[src/rtl/aclink_rx_pkg.sv]
package aclink_rx_pkg;

    // Default frame geometry
    localparam int TAG_BITS_D  = 16;
    localparam int SLOT_BITS_D = 20;
    localparam int NUM_SLOTS_D = 12;
    localparam int ID_BITS_D   = 2;

    // Receiver phase
    typedef enum logic {
        RX_IDLE = 1'b0,
        RX_RECV = 1'b1
    } rx_state_e;

    // Per-edge strobes from the aligner to the capture logic
    typedef struct packed {
        logic take;       // a frame bit is sampled on this edge
        logic tag_bit;    // sampled bit belongs to the tag
        logic tag_end;    // sampled bit is the last tag bit
        logic slot_bit;   // sampled bit belongs to a slot
        logic slot_end;   // sampled bit is the last bit of a slot
        logic frame_end;  // sampled bit is the last bit of the frame
    } rx_strobe_t;

    // Total frame length in bits
    function automatic int frame_len(input int tag_bits, input int slot_bits, input int num_slots);
        return tag_bits + slot_bits * num_slots;
    endfunction

endpackage

[src/rtl/aclink_sync_align.sv]
module aclink_sync_align
    import aclink_rx_pkg::*;
#(
    parameter int TAG_BITS  = TAG_BITS_D,
    parameter int SLOT_BITS = SLOT_BITS_D,
    parameter int NUM_SLOTS = NUM_SLOTS_D,
    localparam int FRAME_BITS = frame_len(TAG_BITS, SLOT_BITS, NUM_SLOTS),
    localparam int CNT_W      = $clog2(FRAME_BITS + 1),
    localparam int IDX_W      = $clog2(NUM_SLOTS + 1),
    localparam int SB_W       = $clog2(SLOT_BITS)
) (
    input  logic             bit_clk,
    input  logic             rst,
    input  logic             frame_sync,
    output rx_strobe_t       stb,
    output logic [IDX_W-1:0] slot_sel,
    output logic             frame_done,
    output logic             sync_error
);

    rx_state_e        state;
    logic             sync_q;
    logic [CNT_W-1:0] bit_cnt;
    logic [SB_W-1:0]  slot_bit_cnt;
    logic [IDX_W-1:0] slot_idx;
    logic             sync_rise;
    logic             in_frame;
    logic             in_tag;

    always_comb begin
        sync_rise     = frame_sync & ~sync_q;
        in_frame      = (state == RX_RECV);
        in_tag        = bit_cnt < CNT_W'(TAG_BITS);
        stb.take      = in_frame & ~sync_rise;
        stb.tag_bit   = stb.take & in_tag;
        stb.tag_end   = stb.take & (bit_cnt == CNT_W'(TAG_BITS - 1));
        stb.slot_bit  = stb.take & ~in_tag;
        stb.slot_end  = stb.slot_bit & (slot_bit_cnt == SB_W'(SLOT_BITS - 1));
        stb.frame_end = stb.take & (bit_cnt == CNT_W'(FRAME_BITS - 1));
        slot_sel      = slot_idx;
    end

    always_ff @(negedge bit_clk) begin
        if (rst) begin
            state        <= RX_IDLE;
            sync_q       <= 1'b0;
            bit_cnt      <= '0;
            slot_bit_cnt <= '0;
            slot_idx     <= '0;
            frame_done   <= 1'b0;
            sync_error   <= 1'b0;
        end else begin
            sync_q     <= frame_sync;
            frame_done <= stb.frame_end;
            sync_error <= sync_rise & in_frame;
            if (sync_rise) begin
                state        <= RX_RECV;
                bit_cnt      <= '0;
                slot_bit_cnt <= '0;
                slot_idx     <= '0;
            end else if (stb.take) begin
                bit_cnt <= bit_cnt + 1'b1;
                if (stb.frame_end) begin
                    state <= RX_IDLE;
                end
                if (stb.slot_bit) begin
                    if (stb.slot_end) begin
                        slot_bit_cnt <= '0;
                        slot_idx     <= slot_idx + 1'b1;
                    end else begin
                        slot_bit_cnt <= slot_bit_cnt + 1'b1;
                    end
                end
            end
        end
    end

    AST_CNT_IN_FRAME: assert property (@(negedge bit_clk) disable iff (rst)
        in_frame |-> (bit_cnt < CNT_W'(FRAME_BITS)));
    AST_DONE_ONE_CYCLE: assert property (@(negedge bit_clk) disable iff (rst)
        frame_done |=> !frame_done);
    AST_DONE_LEAVES_FRAME: assert property (@(negedge bit_clk) disable iff (rst)
        frame_done |-> !in_frame || sync_q);
    AST_ERROR_FROM_SYNC: assert property (@(negedge bit_clk) disable iff (rst)
        sync_error |-> $past(frame_sync));
    AST_ERROR_NOT_DONE: assert property (@(negedge bit_clk) disable iff (rst)
        !(sync_error && frame_done));

endmodule

[src/rtl/aclink_tag_decode.sv]
module aclink_tag_decode
    import aclink_rx_pkg::*;
#(
    parameter int TAG_BITS  = TAG_BITS_D,
    parameter int NUM_SLOTS = NUM_SLOTS_D,
    parameter int ID_BITS   = ID_BITS_D
) (
    input  logic                 bit_clk,
    input  logic                 rst,
    input  rx_strobe_t           stb,
    input  logic                 din,
    input  logic [ID_BITS-1:0]   my_id,
    output logic                 frame_valid,
    output logic [NUM_SLOTS-1:0] slot_valid,
    output logic [ID_BITS-1:0]   codec_id,
    output logic                 cmd_valid
);

    localparam int FV_POS = TAG_BITS - 1;

    logic [TAG_BITS-2:0]  tag_sh;
    logic [TAG_BITS-1:0]  tag_word;
    logic [NUM_SLOTS-1:0] flags;

    always_comb begin
        tag_word = {tag_sh, din};
        for (int k = 0; k < NUM_SLOTS; k++) begin
            flags[k] = tag_word[FV_POS - 1 - k];
        end
    end

    always_ff @(negedge bit_clk) begin
        if (rst) begin
            tag_sh      <= '0;
            frame_valid <= 1'b0;
            slot_valid  <= '0;
            codec_id    <= '0;
            cmd_valid   <= 1'b0;
        end else begin
            if (stb.tag_bit) begin
                tag_sh <= tag_word[TAG_BITS-2:0];
            end
            if (stb.tag_end) begin
                frame_valid <= tag_word[FV_POS];
                slot_valid  <= flags;
                codec_id    <= tag_word[ID_BITS-1:0];
                cmd_valid   <= tag_word[FV_POS] & flags[0] &
                               (tag_word[ID_BITS-1:0] == my_id);
            end
        end
    end

    AST_CMD_NEEDS_FLAGS: assert property (@(negedge bit_clk) disable iff (rst)
        cmd_valid |-> frame_valid && slot_valid[0]);
    AST_TAG_ONLY_AT_END: assert property (@(negedge bit_clk) disable iff (rst)
        !stb.tag_end |=> $stable(codec_id) && $stable(slot_valid));

endmodule

[src/rtl/aclink_slot_capture.sv]
module aclink_slot_capture
    import aclink_rx_pkg::*;
#(
    parameter int SLOT_BITS = SLOT_BITS_D,
    parameter int NUM_SLOTS = NUM_SLOTS_D,
    localparam int IDX_W    = $clog2(NUM_SLOTS + 1)
) (
    input  logic                                bit_clk,
    input  logic                                rst,
    input  rx_strobe_t                          stb,
    input  logic [IDX_W-1:0]                    slot_sel,
    input  logic                                din,
    input  logic                                frame_valid,
    input  logic [NUM_SLOTS-1:0]                slot_valid,
    output logic [NUM_SLOTS-1:0][SLOT_BITS-1:0] slot_data
);

    logic [SLOT_BITS-2:0] slot_sh;
    logic [SLOT_BITS-1:0] slot_word;

    assign slot_word = {slot_sh, din};

    always_ff @(negedge bit_clk) begin
        if (rst) begin
            slot_sh <= '0;
        end else if (stb.slot_bit) begin
            slot_sh <= slot_word[SLOT_BITS-2:0];
        end
    end

    for (genvar g = 0; g < NUM_SLOTS; g++) begin : g_slot
        logic wr_en;
        assign wr_en = stb.slot_end && (slot_sel == IDX_W'(g)) &&
                       frame_valid && slot_valid[g];

        always_ff @(negedge bit_clk) begin
            if (rst) begin
                slot_data[g] <= '0;
            end else if (wr_en) begin
                slot_data[g] <= slot_word;
            end
        end

        AST_SLOT_WRITE_GATED: assert property (@(negedge bit_clk) disable iff (rst)
            !$stable(slot_data[g]) |-> $past(frame_valid && slot_valid[g]));
    end

endmodule

[src/rtl/aclink_frame_rx.sv]
module aclink_frame_rx
    import aclink_rx_pkg::*;
#(
    parameter int TAG_BITS  = TAG_BITS_D,
    parameter int SLOT_BITS = SLOT_BITS_D,
    parameter int NUM_SLOTS = NUM_SLOTS_D,
    parameter int ID_BITS   = ID_BITS_D
) (
    input  logic                                bit_clk,
    input  logic                                rst,
    input  logic                                frame_sync,
    input  logic                                ser_data,
    input  logic [ID_BITS-1:0]                  my_id,
    output logic                                frame_valid,
    output logic [NUM_SLOTS-1:0]                slot_valid,
    output logic [ID_BITS-1:0]                  codec_id,
    output logic                                cmd_valid,
    output logic [NUM_SLOTS-1:0][SLOT_BITS-1:0] slot_data,
    output logic                                frame_done,
    output logic                                sync_error
);

    localparam int IDX_W = $clog2(NUM_SLOTS + 1);

    rx_strobe_t       stb;
    logic [IDX_W-1:0] slot_sel;

    aclink_sync_align #(
        .TAG_BITS (TAG_BITS),
        .SLOT_BITS(SLOT_BITS),
        .NUM_SLOTS(NUM_SLOTS)
    ) u_align (
        .bit_clk   (bit_clk),
        .rst       (rst),
        .frame_sync(frame_sync),
        .stb       (stb),
        .slot_sel  (slot_sel),
        .frame_done(frame_done),
        .sync_error(sync_error)
    );

    aclink_tag_decode #(
        .TAG_BITS (TAG_BITS),
        .NUM_SLOTS(NUM_SLOTS),
        .ID_BITS  (ID_BITS)
    ) u_tag (
        .bit_clk    (bit_clk),
        .rst        (rst),
        .stb        (stb),
        .din        (ser_data),
        .my_id      (my_id),
        .frame_valid(frame_valid),
        .slot_valid (slot_valid),
        .codec_id   (codec_id),
        .cmd_valid  (cmd_valid)
    );

    aclink_slot_capture #(
        .SLOT_BITS(SLOT_BITS),
        .NUM_SLOTS(NUM_SLOTS)
    ) u_slots (
        .bit_clk    (bit_clk),
        .rst        (rst),
        .stb        (stb),
        .slot_sel   (slot_sel),
        .din        (ser_data),
        .frame_valid(frame_valid),
        .slot_valid (slot_valid),
        .slot_data  (slot_data)
    );

    AST_RESET_QUIET: assert property (@(negedge bit_clk)
        $past(rst) |-> !frame_done && !sync_error);

endmodule

[config.mk]
export PLATFORM = sky130hd
export DESIGN_NAME = aclink_frame_rx
export DESIGN_NICKNAME = d
export VERILOG_FILES = /design/src/rtl/aclink_rx_pkg.sv /design/src/rtl/aclink_sync_align.sv /design/src/rtl/aclink_tag_decode.sv /design/src/rtl/aclink_slot_capture.sv /design/src/rtl/aclink_frame_rx.sv
export SDC_FILE = /design/constraint.sdc
export NUM_CORES = 1
export LEC_CHECK = 0
export BUFFER_PORTS_ARGS = -buffer_cell sky130_fd_sc_hd__buf_2
export CAP_MARGIN = 0
export CELL_PAD_IN_SITES_DETAIL_PLACEMENT = 0
export CELL_PAD_IN_SITES_GLOBAL_PLACEMENT = 1
export CORE_UTILIZATION = 38
export CTS_BUF_LIST = sky130_fd_sc_hd__clkbuf_16
export DETAILED_ROUTE_END_ITERATION = 8
export PLACE_DENSITY = 0.72
export SLEW_MARGIN = 40
export SYNTH_ARGS = -nofsm -noshare
export SYNTH_HDL_FRONTEND = slang
export SYNTH_HIERARCHICAL = 1
export SYNTH_SLANG_ARGS = --single-unit
export TNS_END_PERCENT = 1
[constraint.sdc]
create_clock -name bit_clk -period 2.76 [get_ports bit_clk]
set_input_delay 0.138 -clock bit_clk [delete_from_list [all_inputs] [get_ports bit_clk]]
set_output_delay 0.138 -clock bit_clk [all_outputs]
set_load 0.02 [all_outputs]
# After elaboration in Yosys (flattened, before gate mapping)
# Cells that the tools add are included.
# W data, S select, Z words.
# classes
n_addsub	3
n_shift	0
n_reduce_logical	43
n_mux	4
n_bitwise	13
eq_ne	15
n_div	0
mul	0
magnitude_cmp	1
# ops
op	count
$logic_and A1 B1 Y1	36
$eq A4 B3 Y1 const B	4
$eq A4 B4 Y1 const B	4
$and A1 B1 Y1	10
$add A9 B1 Y9 const B	1
$eq A9 B4 Y1 const B	1
$eq A9 B8 Y1 const B	1
$lt A9 B5 Y1 const B	1
$eq A4 B2 Y1 const B	2
$add A5 B1 Y5 const B	1
$eq A5 B5 Y1 const B	1
$mux W5	1
$add A4 B1 Y4 const B	1
$eq A4 B1 Y1 const B	1
$logic_not A4 Y1	1
$reduce_and A2 Y1	2
$reduce_bool A2 Y1	2
$mux W1	3
$not A1 Y1	3
$reduce_and A3 Y1	1
$eq A2 B2 Y1	1
$reduce_or A2 Y1	1
# word_totals
in_bits	6
regBits	312
mem_bits_ro	0
latchBits	0
word_cells	104
memories	0
ram_bits	0

# Logic depth before layout (Yosys ltp)
# Gate-level depths: netlist (run 1).
# depth
depth_word	9
mapped_depth	10
mapped_depth_nobuf	7

# Hierarchy
# The synthesis (run 1) kept the hierarchy.
# modules_own_cells
module	cells_each	seq_area_each_um2	area_per_inst_um2	n_inst
aclink_slot_capture	897	5185.0	10044.6	1
aclink_tag_decode	104	620.6	1137.3	1
aclink_sync_align	120	440.4	1017.2	1

==> run metrics, run 1 <==
overall track demand over capacity in global routing=21.0%; Overflow after GRT=0; Crit Reg-Reg Endpoint=u_slots/slot_data[183]; RSZ-0062 raised after global routing=false; hold-fix buffers at CTS=0; wire length of the first global-routing pass=54300 µm; area of the mapped netlist=12200 µm²; worst hold path class=flop to flop; result of the run=finished, final reports clean; number of buffers created by CTS=36; beginning of the worst register-to-register path=u_align/slot_bit_cnt[0]; final hold violation count=0; H-tree Lvls=2; Max stage delay cell, worst path=dfxtp_1; Avg Inst Size Synth=10.9 µm²; leakage power of the design=9.56 nW; DIE WIDTH=181 µm; number of antenna violations at the first check in global routing=0; vertical die dimension=181 µm; number of port buffers=263; Power Density=657 nW/µm²; IR Drop Worst-Case VDD=0.348 mV; hold path start=u_slots/slot_data[40]; reported max-cap violation count=0; peak per-stage delay on the critical path=0.43 ns; maximum number of pins on one net before global-route repair=40; FILL cells=2954; cell chosen for the clock root=clkbuf_16; Setup CP Type=flop to primary output; insertion delay to the later sink of the worst-skew pair=0.58 ns; ANT cells=0; initial core utilization=38.6%; max-slew violation total from the final report=0; number of sinks on the clock net=312; worst min-delay path endpoint=u_slots/slot_data[40]; list of cells traversed by the critical path=buf_2; slack of the worst reg-to-reg path=0.30 ns; Crit path arrival time=2.59 ns; via-per-instance ratio=4.64; count of buffering cells on the critical path with inverters included=1; placed instance count=1763; aggregate routed wire length=34900 µm; residual DRC count=0; row count=65; area growth from synthesis to final layout=36.7%; fraction of final layout cells with drive strength greater than 1=22.9%; nets in the synthesized netlist=1130; deepest clock path buffer count=3; final instance count without filler cells=2135; number of top-level pins=264; Req. time, crit path=2.62 ns; Fin Clk Skew=0.0221 ns; Max Fanout on Critical Path=4; # nets final=1718; Non-Filler Cell Area, Final=16700 µm²; placer congestion estimate=0.813; CTS tree=built; Worst setup EP type=primary output; Placement Cell Area=14400 µm²; WHS Path Cells=2; HPWL after DPL=22900 µm; number of nets with antenna violations after routing=0; drt first-iter violations=412; synthesized netlist cell count=1120; measured slew at the worst slew-check pin=0.557 ns; number of search-and-repair iterations in the first detailed-routing pass=7; cell family with the largest share of critical-path delay=flip-flops; Routed wire per std cell=16.3 µm; final setup violating endpoints=0; category of the worst setup path launch point=flop; die footprint=32800 µm²; FF-to-FF path depth=7; CTS clock-pin slew for the worst setup and hold paths=0.03 ns; routed via count=9910; count of cells resized by post-cts repair=0; synth warn=6; via count of the first global-routing pass=10300; post-CTS setup buffers=0; worst relative slew slack=62.3%; core area=31600 µm²
-- metrics by stage --
stage / hold WS (ns) / worst slack (ns) / util, % / total power, mW / setup TNS [ns]
after CTS: 0.468 / 0.00506 / 52.8 / 11.2 / 0
after global placement: 0.455 / -0.403 / 45.7 / 5.52 / -85.73
final: 0.465 / 0.0313 / 52.8 / 10.9 / 0
after global routing: 0.484 / 0.00566 / 52.8 / 11.8 / 0
after floorplan: 0.441 / -0.320 / - / 5.44 / -53.04
after detailed placement: 0.461 / -0.419 / 45.7 / 5.51 / -88.97
-- sequential cells by signal, summed over array words and instances (netlist names) --
name,count
u_align/bit_cnt,9
u_align/frame_done,1
u_align/in_frame,1
u_align/slot_bit_cnt,5
u_align/slot_sel,4
u_align/sync_error,1
u_align/sync_q,1
u_slots/slot_data,240
u_slots/slot_sh,19
u_tag/cmd_valid,1
u_tag/codec_id,2
u_tag/frame_valid,1
u_tag/slot_valid,12
u_tag/tag_sh,15
-- final cells by class --
cell class,instances,area (µm²),share of cell area [%]
Timing Repair Buffer,332,2200,13.2
Tap cell,402,503,3.02
Clock inverter,338,1320,7.92
Multi-Input combinational cell,709,5450,32.7
Sequential cell,312,6250,37.5
Inverter,5,18.8,0.113
Clock buffer,37,926,5.55
-- per-layer routing --
| metal | routed length, µm | share of wire, % | global-route usage [%] | up-vias |
|---|---|---|---|---|
| li1 | - | - | - | 4905 |
| met1 | 16000 | 46 | 25.6 | 4675 |
| met2 | 16100 | 46 | 32.2 | 292 |
| met3 | 2180 | 6.2 | 8.47 | 38 |
| met4 | 526 | 1.5 | 9.86 | 0 |
| met5 | 0 | 0 | 0 | - |
-- layout by cell type, fill, tap and decap left out, drive strengths merged, types with 5 or more instances in the layout --
cell,n
inv,333
buf,332
dfxtp,312
mux2i,289
nand2b,264
nor2,62
clkbuf,37
nand3,19
a21oi,10
clkinvlp,8
xor2,8
nand2,7
o21ai,5
and3,5
-- report_power, final --
group	switching, mW	leakage (nW)	internal, mW
combinational	0.0999	4.83	0.107
sequential	0.00793	2.51	4.55
clock	3.05	2.22	3.13
total	3.16	9.56	7.78
-- worst max-delay path by stage --
stage | start | endpoint | slack, ns | cells after the start
finish | u_tag/slot_valid[10] | slot_valid[10] | 0.03 | 1
global route | u_tag/frame_valid | frame_valid | 0.006 | 1
CTS | u_tag/slot_valid[10] | slot_valid[10] | 0.005 | 1
detailed placement | frame_sync | u_slots/slot_data[183] | -0.42 | 7
global placement | frame_sync | u_slots/slot_data[183] | -0.40 | 7
floorplan | frame_sync | u_slots/slot_data[210] | -0.32 | 9
Note: power is estimated with default switching activity, not from simulation.
==> run 2, diff against run 1 <==
--- a/config.mk
+++ b/config.mk
@@ -13,6 +13,7 @@
 export CTS_BUF_LIST = sky130_fd_sc_hd__clkbuf_16
 export DETAILED_ROUTE_END_ITERATION = 8
 export PLACE_DENSITY = 0.72
+export RECOVER_POWER = 100
 export SLEW_MARGIN = 40
 export SYNTH_ARGS = -nofsm -noshare
 export SYNTH_HDL_FRONTEND = slang
==> run 2 against run 1 <==
  * Setup slack improved by 0.0026 ns
  * Critical path type unchanged
  * Sequential power barely moved
  * Die area did not move
  * Power barely moved
  * Register-to-register slack got worse by 0.05 ns
  * Final area fell by 2.5%
  * First-iteration DRC count rose by 5.8%
  * Hold slack improved by 0.0040 ns
  * Largest power group unchanged
  * Utilization fell by 1.3 points
==> run metrics, run 2 (same netlist as run 1, synthesis figures left out) <==
result of the run=finished, final reports clean; wire length of the first global-routing pass=54300 µm; placed instance count=1763; post-layout power=10.9 mW; final setup violating endpoints=0; drt first-iter violations=436; count of buffering cells on the critical path with inverters included=1; measured slew at the worst slew-check pin=0.827 ns; H-tree Lvls=2; Non-Filler Cell Area, Final=16200 µm²; WHS Path Cells=2; worst relative slew slack=44.8%; ANT cells=0; Placement Cell Area=14400 µm²; CTS clock-pin slew for the worst setup and hold paths=0.03 ns; overall track demand over capacity in global routing=21.0%; Setup CP Type=flop to primary output; Req. time, crit path=2.62 ns; placer congestion estimate=0.813; register name with the most flops=u_slots/slot_data; # nets final=1718; area growth from synthesis to final layout=33.2%; Routed wire per std cell=16.4 µm; insertion delay to the later sink of the worst-skew pair=0.58 ns; leakage power of the design=8.66 nW; FF-to-FF path depth=8; hold-fix buffers at CTS=0; Crit Reg-Reg Endpoint=u_slots/slot_data[92]; row count=65; via-per-instance ratio=4.63; routed via count=9887; residual DRC count=0; beginning of the worst register-to-register path=u_align/slot_bit_cnt[0]; DIE WIDTH=181 µm; top library cells by usage in the layout, fill and taps aside=330 x inv_1, 311 x dfxtp_1, 289 x mux2i_1; category of the worst setup path launch point=flop; number of port buffers=263; hold path start=u_slots/slot_data[93]; FILL cells=3065; number of search-and-repair iterations in the first detailed-routing pass=4; cell chosen for the clock root=clkbuf_16; vertical die dimension=181 µm; Max stage delay cell, worst path=dfxtp_1; core area=31600 µm²; final instance count without filler cells=2135; number of antenna violations at the first check in global routing=0; via count of the first global-routing pass=10300; cell family with the largest share of critical-path delay=flip-flops; number of sinks on the clock net=312; Overflow after GRT=0; CTS tree=built; final sum of negative setup slack=0 ns; fraction of final layout cells with drive strength greater than 1=13.2%; most common library cell in the layout ignoring fill and taps=inv_1; Max Fanout on Critical Path=4; slack of the worst reg-to-reg path=0.25 ns; worst hold path class=flop to flop; max FFs per register=240; list of cells traversed by the critical path=buf_2; die footprint=32800 µm²; maximum number of pins on one net before global-route repair=40; Power Density=673 nW/µm²; RSZ-0062 raised after global routing=false; worst min-delay path endpoint=u_slots/slot_data[93]; initial core utilization=38.6%; reported max-cap violation count=0; max-slew violation total from the final report=0; deepest clock path buffer count=3; Crit path arrival time=2.59 ns; Worst setup EP type=primary output; IR Drop Worst-Case VDD=0.348 mV; number of top-level pins=264; end-of-flow core utilization=51.5%; peak per-stage delay on the critical path=0.43 ns; aggregate routed wire length=35100 µm; number of nets with antenna violations after routing=0; top flop regs=u_slots/slot_data (240), u_slots/slot_sh (19), u_tag/tag_sh (15); final hold violation count=0; number of buffers created by CTS=36; HPWL after DPL=22900 µm; Fin Clk Skew=0.0224 ns
## run 2: cell types whose count changed in the layout (fill, tap and decap cells not counted), sizes merged
cell,change
buf,-273
clkbuf,+273
## run 2: per-stage QoR
stage / setup WS (ns) / hold WS [ns]
6_report: 0.0339 / 0.469
3_5_place_dp: -0.419 / 0.461
4_1_cts: 0.00506 / 0.468
5_1_grt: 0.00972 / 0.486
3_3_place_gp: -0.403 / 0.455
2_1_floorplan: -0.320 / 0.441
## run 2: layer usage
layer | vias to the layer above | track usage (%) | wire length (µm)
met3 | 33 | 8.47 | 2000
li1 | 4917 | - | -
met2 | 253 | 32.2 | 16200
met1 | 4684 | 25.6 | 16300
met4 | 0 | 9.86 | 506
met5 | - | 0 | 0
## run 2: power breakdown
| part | internal [mW] | total, mW | switching, mW |
|---|---|---|---|
| logic | 0.100 | 0.200 | 0.0993 |
| registers | 4.55 | 4.56 | 0.00807 |
| clock network | 3.13 | 6.18 | 3.05 |
## run 2: what timing repair did
| item | 4_1_cts | 5_1_grt |
|---|---|---|
| endpoints found under the setup margin | 0 | 1 |
| gates resized for setup | 0 | 1 |
| buffers inserted | 0 | 0 |
## run 2: worst max-delay path by stage
stage | startpoint | to | cells past startpoint
after floorplan | frame_sync | u_slots/slot_data[210] | 9
after global placement | frame_sync | u_slots/slot_data[183] | 7
after detailed placement | frame_sync | u_slots/slot_data[183] | 7
after CTS | u_tag/slot_valid[10] | slot_valid[10] | 1
after global routing | u_tag/slot_valid[10] | slot_valid[10] | 1
final | u_tag/slot_valid[10] | slot_valid[10] | 1
## run 2: layout make-up
class | instances | area, µm² | share of cell area (%)
Sequential cell | 312 | 6250 | 38.4
Multi-Input combinational cell | 709 | 5440 | 33.5
Inverter | 5 | 18.8 | 0.116
Timing Repair Buffer | 332 | 1790 | 11.0
Clock inverter | 338 | 1320 | 8.12
Clock buffer | 37 | 926 | 5.70
Tap cell | 402 | 503 | 3.10
==> run 3, diff against run 2 <==
--- a/config.mk
+++ b/config.mk
@@ -9,10 +9,10 @@
 export CAP_MARGIN = 0
 export CELL_PAD_IN_SITES_DETAIL_PLACEMENT = 0
 export CELL_PAD_IN_SITES_GLOBAL_PLACEMENT = 1
-export CORE_UTILIZATION = 38
-export CTS_BUF_LIST = sky130_fd_sc_hd__clkbuf_16
+export CORE_UTILIZATION = 42
+export CTS_BUF_LIST = sky130_fd_sc_hd__clkbuf_8 sky130_fd_sc_hd__clkbuf_16
 export DETAILED_ROUTE_END_ITERATION = 8
-export PLACE_DENSITY = 0.72
+export PLACE_DENSITY = 0.78
 export RECOVER_POWER = 100
 export SLEW_MARGIN = 40
 export SYNTH_ARGS = -nofsm -noshare
==> run 3 against run 2 <==
  * Via count grew 0.68%
  * First-iteration DRC count grew 13%
  * Sequential power is essentially flat
  * Clock-buffer cell count is the same
  * Non-clock buffer count grew 3
  * Utilization grew 5.1 points
  * Hold slack lost 0.0080 ns
  * Final area shrank 0.32%
  * Global-route usage grew 1.7 points
  * Highest routed layer unchanged
==> run metrics, run 3 (same netlist as run 1, synthesis figures left out) <==
result of the run=finished, final reports clean; part of the total power dissipated in sequential elements=41.8%; Req. time, crit path=2.62 ns; min setup slack post-route=0.0422 ns; cell chosen for the clock root=clkbuf_16; number of nets with antenna violations after routing=0; top flop regs=u_slots/slot_data (240), u_slots/slot_sh (19), u_tag/tag_sh (15); worst relative slew slack=28.0%; FILL cells=2705; number of search-and-repair iterations in the first detailed-routing pass=4; Fin Clk Skew=0.0255 ns; switching power total=3.07 mW; maximum number of pins on one net before global-route repair=64; CTS tree=built; total area of multi-input combinational cells=5430 µm²; count of buffering cells on the critical path with inverters included=1; row count=62; Worst setup EP type=primary output; Overflow after GRT=0; Setup CP Type=flop to primary output; measured slew at the worst slew-check pin=1.08 ns; Crit path arrival time=2.58 ns; CTS clock-pin slew for the worst setup and hold paths=0.04 ns; drt first-iter violations=494; # nets final=1721; Sw Ratio=28.1%; aggregate routed wire length=34400 µm; internal power component=7.84 mW; uppermost metal layer occupied by signal nets=met4; fraction of final layout cells with drive strength greater than 1=11.9%; leakage power of the design=8.56 nW; category of the worst setup path launch point=flop; most common library cell in the layout ignoring fill and taps=inv_1; routed via count=9954; number of antenna violations at the first check in global routing=0; initial core utilization=42.6%; placer congestion estimate=0.771; number of sinks on the clock net=312; final hold violation count=0; met3 WL post-DR=2180 µm; DIE WIDTH=172 µm; via count of the first global-routing pass=10300; hold-fix buffers at CTS=0; Routed met2 length=15800 µm; max FFs per register=240; area growth from synthesis to final layout=32.8%; IR Drop Worst-Case VDD=0.388 mV; HPWL after DPL=22400 µm; Max stage delay cell, worst path=dfxtp_1; register name with the most flops=u_slots/slot_data; peak per-stage delay on the critical path=0.42 ns; number of top-level pins=264; reported max-cap violation count=0; overall track demand over capacity in global routing=22.8%; number of port buffers=263; RSZ-0062 raised after global routing=false; via-per-instance ratio=4.71; ANT cells=0; final sum of negative setup slack=0 ns; Routed wire per std cell=16.3 µm; H-tree Lvls=2; Storage cell area=6250 µm²; Clk network pwr share=56.4%; post-layout power=10.9 mW; pre-CTS setup slack=-0.404 ns; Power Density=674 nW/µm²; part of the power in combinational logic=1.8%; end-of-flow core utilization=56.6%; number of buffers created by CTS=36; max-slew violation total from the final report=0; Max Fanout on Critical Path=4; vertical die dimension=172 µm; wire length of the first global-routing pass=52100 µm; list of cells traversed by the critical path=clkbuf_2; final setup violating endpoints=0; worst hold path class=flop to flop; die footprint=29700 µm²; core area=28600 µm²; residual DRC count=0; top library cells by usage in the layout, fill and taps aside=326 x inv_1, 311 x dfxtp_1, 289 x mux2i_1; post-route worst hold slack=0.461 ns; cell family with the largest share of critical-path delay=flip-flops; wire length on met1=15800 µm; deepest clock path buffer count=3; insertion delay to the later sink of the worst-skew pair=0.57 ns
run 3: layout make-up:
| type | count | area share [%] |
|---|---|---|
| clock buffers | 37 | 5.72 |
| clock inverters | 330 | 8.03 |
| inverters | 5 | 0.116 |
| multi-input cells | 709 | 33.5 |
| flip-flops and latches | 312 | 38.6 |
| well taps | 384 | 2.97 |
| repair buffers | 335 | 11.1 |
run 3: path summary, 6_finish.rpt:
path                                 from                     end  slack [ns]  depth (start not counted)
setup reg to reg  u_align/slot_bit_cnt[0]  u_slots/slot_data[201]        0.27                          7
hold reg to reg            u_align/sync_q      u_align/sync_error        0.46                          1
hold / removal             u_align/sync_q      u_align/sync_error        0.46                          1
setup / recovery      u_tag/slot_valid[9]           slot_valid[9]        0.04                          1
run 3: metal layers:
| layer | up-vias | GRT usage [%] |
|---|---|---|
| met1 | 4723 | 27.0 |
| met2 | 275 | 35.0 |
| met5 | - | 0 |
| li1 | 4914 | - |
| met3 | 42 | 9.25 |
| met4 | 0 | 12.2 |
run 3: repair_timing:
item                                    in CTS  in global routing
setup buffers                                0                  0
resized for setup                            1                  0
endpoints found under the setup margin       1                  0
run 3: stage by stage:
step	cells	area, µm²
floorplan	1120	12200
global placement	1748	14400
detailed placement	1748	14400
CTS	2112	16600
global route	2112	16200
finish	2112	16200
run 3: power by group through the flow:
stage	clock network (mW)	logic (mW)	registers, mW
5_1_grt	7.01	0.213	4.54
3_5_place_dp	0.690	0.210	4.62
4_1_cts	6.42	0.210	4.56
3_3_place_gp	0.690	0.210	4.62
2_1_floorplan	0.690	0.142	4.61
6_report	6.15	0.199	4.56
